--- src/rtl/dist_arb_pkg.sv ---
package dist_arb_pkg;
  typedef enum logic [1:0] {
    ST_IDLE    = 2'd0,
    ST_REQ     = 2'd1,
    ST_MASTER  = 2'd2,
    ST_BACKOFF = 2'd3
  } arb_state_e;
endpackage

--- src/rtl/arb_prio_filter.sv ---
module arb_prio_filter #(
  parameter int N_DEV    = 4,
  parameter int PRIO_IDX = 0
) (
  input  logic [N_DEV-1:0] br_bus_i,
  output logic             higher_o
);
  always_comb begin
    higher_o = 1'b0;
    for (int j = 0; j < N_DEV; j++) begin
      if (j > PRIO_IDX) higher_o = higher_o | br_bus_i[j];
    end
  end
endmodule

--- src/rtl/arb_node.sv ---
module arb_node
  import dist_arb_pkg::*;
#(
  parameter int N_DEV    = 4,
  parameter int PRIO_IDX = 0
) (
  input  logic             clk_i,
  input  logic             rst_ni,
  input  logic             req_i,
  input  logic [N_DEV-1:0] br_bus_i,
  output logic             br_o,
  output logic             master_o,
  output logic             done_o
);
  arb_state_e state_q, state_d;
  logic       higher_req;

  arb_prio_filter #(.N_DEV(N_DEV), .PRIO_IDX(PRIO_IDX)) u_filter (
    .br_bus_i (br_bus_i),
    .higher_o (higher_req)
  );

  always_comb begin
    state_d = state_q;
    unique case (state_q)
      ST_IDLE:    if (req_i) state_d = ST_REQ;
      ST_REQ:     if (!higher_req) state_d = ST_MASTER;
      ST_MASTER:  state_d = ST_BACKOFF;
      ST_BACKOFF: state_d = req_i ? ST_REQ : ST_IDLE;
      default:    state_d = ST_IDLE;
    endcase
  end

  always_ff @(posedge clk_i or negedge rst_ni) begin
    if (!rst_ni) state_q <= ST_IDLE;
    else         state_q <= state_d;
  end

  // Moore outputs
  assign br_o     = (state_q == ST_REQ);
  assign master_o = (state_q == ST_MASTER);
  assign done_o   = (state_q == ST_BACKOFF);


  prio_yield_chk: assert property (@(posedge clk_i) disable iff (!rst_ni)
    (br_o && higher_req) |=> !master_o);


  done_follows_chk: assert property (@(posedge clk_i) disable iff (!rst_ni)
    master_o |=> (done_o && !master_o));


  no_repeat_master_chk: assert property (@(posedge clk_i) disable iff (!rst_ni)
    master_o |=> !master_o);


  br_hold_chk: assert property (@(posedge clk_i) disable iff (!rst_ni)
    br_o |=> (br_o || master_o));


  idle_hold_chk: assert property (@(posedge clk_i) disable iff (!rst_ni)
    (!br_o && !master_o && !done_o && !req_i) |=> !br_o);
endmodule

--- src/rtl/dist_bus_arb.sv ---
module dist_bus_arb #(
  parameter int N_DEV = 4
) (
  input  logic             clk_i,
  input  logic             rst_ni,
  input  logic [N_DEV-1:0] req_i,
  output logic [N_DEV-1:0] br_o,
  output logic [N_DEV-1:0] master_o,
  output logic [N_DEV-1:0] done_o
);
  logic [N_DEV-1:0] br_bus;

  for (genvar g = 0; g < N_DEV; g++) begin : g_node
    arb_node #(.N_DEV(N_DEV), .PRIO_IDX(g)) u_node (
      .clk_i    (clk_i),
      .rst_ni   (rst_ni),
      .req_i    (req_i[g]),
      .br_bus_i (br_bus),
      .br_o     (br_bus[g]),
      .master_o (master_o[g]),
      .done_o   (done_o[g])
    );
  end

  assign br_o = br_bus;


  single_master_chk: assert property (@(posedge clk_i) disable iff (!rst_ni)
    $onehot0(master_o));


  master_br_low_chk: assert property (@(posedge clk_i) disable iff (!rst_ni)
    (master_o & br_bus) == '0);


  reset_quiet_chk: assert property (@(posedge clk_i)
    !rst_ni |=> (br_o == '0 && master_o == '0 && done_o == '0));
endmodule

--- config.mk ---
export PLATFORM = sky130hd
export DESIGN_NAME = dist_bus_arb
export DESIGN_NICKNAME = d
export VERILOG_FILES = /design/src/rtl/dist_arb_pkg.sv /design/src/rtl/arb_prio_filter.sv /design/src/rtl/arb_node.sv /design/src/rtl/dist_bus_arb.sv
export SDC_FILE = /design/constraint.sdc
export NUM_CORES = 1
export LEC_CHECK = 0
export BUFFER_PORTS_ARGS = -buffer_cell sky130_fd_sc_hd__buf_2
export CAP_MARGIN = 10
export CORE_MARGIN = 2
export CORE_UTILIZATION = 47
export DETAILED_ROUTE_END_ITERATION = 8
export GPL_ROUTABILITY_DRIVEN = 1
export MAX_ROUTING_LAYER = met4
export PLACE_DENSITY = 0.73
export SYNTH_ARGS = -nofsm -noshare
export SYNTH_HDL_FRONTEND = slang
export SYNTH_SLANG_ARGS = --single-unit
--- constraint.sdc ---
create_clock -name clk_i -period 1.5 [get_ports clk_i]
set_clock_uncertainty 0.1 [all_clocks]
set_input_delay 0.15 -clock clk_i [delete_from_list [all_inputs] [get_ports clk_i]]
set_output_delay 0.15 -clock clk_i [all_outputs]
set_load 0.05 [all_outputs]
==> summary.txt <==
Routing
  • Residual DRC: 0
  • Via count: around 620
  • Wire per inst: approximately 15 um
  • Final ANT Viol Nets: 0
  • Vias/cell: about 5.4
  • DRT Pass-1 Iters: 3
  • Iteration-0 DRC Markers: 3
  • Final WL: roughly 1700 um

Critical path
  • Worst stage delay on the critical path: between 0.4 and 0.5 ns
  • R2R depth: 4
  • Critical Path RT: about 1.6 ns
  • Crit path cell chain: inv_2, ha_2, a22oi_2, mux2_4
  • CP max FO: 3
  • CP max stage cell: dfrtp_1
  • Reg2Reg Launch Point: g_node[2].u_node.state_q[0]$_DFFE_PN0P_
  • CP Capture Type: register
  • Worst EP arrival: approximately 1.5 ns
  • Critical path type: reg2reg
  • CP startpoint kind: register
  • R2R Setup Slk: around 0.014 ns
  • Reg2reg end: g_node[2].u_node.state_q[1]$_DFFE_PN0P_

Final layout
  • # nets final: 126
  • Top Registers: g_node.u_node.state_q x8
  • Reg with most FFs: g_node.u_node.state_q
  • Finished Core Util: a little over two thirds
  • Reg area: ~200 um^2
  • Multi-input logic area: about 530 um^2
  • Post-Layout Inst Area: roughly 0.0011 mm^2
  • Non-filler cells, final: 115
  • Area Growth Syn to Fin: 37.8%
  • Max reg flops: 8
  • Antenna Cells: 0
  • Share of layout cells above drive strength 1: a little under three fifths
  • Filler instances: 112

Synth
  • Syn. warnings: 0
  • Post-synth cell types: 27
  • Sequential area share after synthesis: roughly a quarter
  • Synth Cell Area: roughly 780 um^2
  • #FFs+latches synth: 8
  • Async S/R FF share, synth: 100%
  • Post-synth EDFFs: 0
  • Cell count after synthesis: a little under 80
  • Largest cells by area after synthesis: ha_1 (31%), dfrtp_1 (26%), buf_4 (12%)
  • Share of the synthesized area in the top cell type: slightly above 30%
  • Mean post-synth cell area: ~10 um^2
  • Dominant synthesized flop cell: dfrtp_1
  • Syn_nets: ~100
  • Largest area contributor in the netlist: ha_1

STA
  • RSZ-0062 raised after global routing: yes
  • Period utilization: 99.1%
  • Hold Violations, Final: 0
  • Final min period: approximately 1.5 ns
  • Final setup viols: 0
  • Least-Margin Pin Slew: between 0.2 and 0.3 ns
  • Final Max Tran Viols: 0
  • Slew HR: between 80% and 90%
  • FMAX: roughly 670 MHz

Placement
  • Port Buffers: 17
  • Cell count after placement: roughly 110
  • Placer congestion estimate: ~0.75
  • DP Wirelength: 1180 um
  • Dpl cell area: about 880 um^2

CTS
  • Total CTS buffers: 3
  • Worst-Skew Late Latency: around 0.27 ns
  • CTS sink cnt: 8
  • Root Driver: clkbuf_4
  • Max clock buf depth: 2
  • CTS H-tree lvls: 1
  • Clock transition at path regs: ~0.060 ns
  • Post-CTS Repair Setup Buffers: 0
  • TritonCTS clock tree: yes

Global routing
  • Total global routing overflow: 0
  • Global-route usage over all layers: a little under a fifth
  • First-pass GRT wire length: roughly 2600 um
  • Initial antenna violation count: 0
  • Largest net degree at the start of global routing: 9
  • Vias in the first global route: 608

Floorplanning
  • Num rows: 14
  • Die height: ~45 um
  • Die width: around 45 um
  • Die ar.: between 0.0015 and 0.002 mm^2
  • Core ar.: roughly 0.0015 mm^2
  • I/O Pins: 18
  • Initial core utilization: 51.1%

Worst hold path
  • Min-delay src: req_i[3]
  • Hold path cells: 2
  • Worst hold-check path type: in2reg
  • Hold EP: g_node[3].u_node.state_q[1]$_DFFE_PN0P_

Run status
  • Outcome: completed

Flow run
  • Max-cap violations: 0
==> timing repair <==
item	CTS	global route
hold buffers	1	0
endpoints found under the setup margin	9	17
pin swaps	0	2
resized for setup	17	31
endpoints found under the hold margin	8	0
==> per-layer routing <==
| layer | routed length [um] | GRT usage (%) |
|---|---|---|
| met2 | 915 | 34.5 |
| met1 | 670 | 20.3 |
| met4 | 54 | 7.27 |
| met3 | 43 | 3.60 |
| met5 | 0 | - |
==> worst max-delay path: cells and delay by family (launching register included) <==
family	cells	cell delay (ns)
AOI/OAI and AO/OA	1	0.25
adders and majority gates	1	0.21
buffers and inverters	1	0.06
DFF	1	0.42
muxes	1	0.32
==> placed cells by master (no fill, tap or decap), types with 2 or more instances in the layout <==
cell | Yosys | final
buf_4 | 12 | 11
ha_1 | 19 | 10
dfrtp_1 | 8 | 8
buf_2 | 0 | 7
buf_6 | 0 | 7
inv_2 | 0 | 6
ha_2 | 0 | 6
clkbuf_4 | 0 | 5
inv_1 | 11 | 4
a21oi_1 | 3 | 3
ha_4 | 0 | 3
a211oi_1 | 2 | 2
nand2_1 | 2 | 2
buf_8 | 0 | 2
==> how the worst max path moves through the flow <==
stage / start / to / slack [ns] / cells past startpoint
floorplan: g_node[3].u_node.state_q[1]$_DFFE_PN0P_ / g_node[1].u_node.state_q[0]$_DFFE_PN0P_ / 0.009 / 5
global placement: g_node[2].u_node.state_q[1]$_DFFE_PN0P_ / g_node[1].u_node.state_q[0]$_DFFE_PN0P_ / -0.001 / 5
detailed placement: g_node[2].u_node.state_q[1]$_DFFE_PN0P_ / g_node[1].u_node.state_q[0]$_DFFE_PN0P_ / -0.02 / 5
CTS: g_node[1].u_node.state_q[0]$_DFFE_PN0P_ / g_node[0].u_node.state_q[1]$_DFFE_PN0P_ / -0.01 / 4
global route: g_node[2].u_node.state_q[0]$_DFFE_PN0P_ / g_node[2].u_node.state_q[0]$_DFFE_PN0P_ / -0.04 / 6
finish: g_node[2].u_node.state_q[0]$_DFFE_PN0P_ / g_node[2].u_node.state_q[1]$_DFFE_PN0P_ / 0.01 / 4
==> synth_stat cells (2+ instances only) <==
cell,number
inv_1,11
a211oi_1,2
a21oi_1,3
nand2_1,2
buf_4,12
dfrtp_1,8
a2bb2oi_1,2
ha_1,19
==> per-stage QoR <==
stage / hold slack (ns) / setup slack [ns] / TNS [ns]
global placement: -0.0965 / -0.00115 / -0.00115
finish: 0.00999 / 0.0139 / 0
floorplan: -0.246 / 0.00851 / 0
detailed placement: -0.0907 / -0.0157 / -0.0172
global route: 0.0172 / -0.0417 / -0.145
CTS: 0.00566 / -0.00988 / -0.0161
==> cells by family after synthesis <==
group / share of synthesized area [%]
adder cells (fa/ha/maj): 30.5
AO/OA/AOI/OAI: 19.6
AND/OR/NAND/NOR: 4.34
buffers and inverters: 16.9
flip-flops: 25.7
multiplexers: 2.89
==> cell type report <==
cell class	count	share of cell area, %
clock buffers	3	2.10
inverters	11	4.08
multi-input cells	47	49.8
flip-flops and latches	8	18.7
well taps	16	1.87
repair buffers	30	23.5
Power is left out: the tool's default activity adds up to more than one toggle a clock period on the data nets, which glitch-free logic cannot reach.
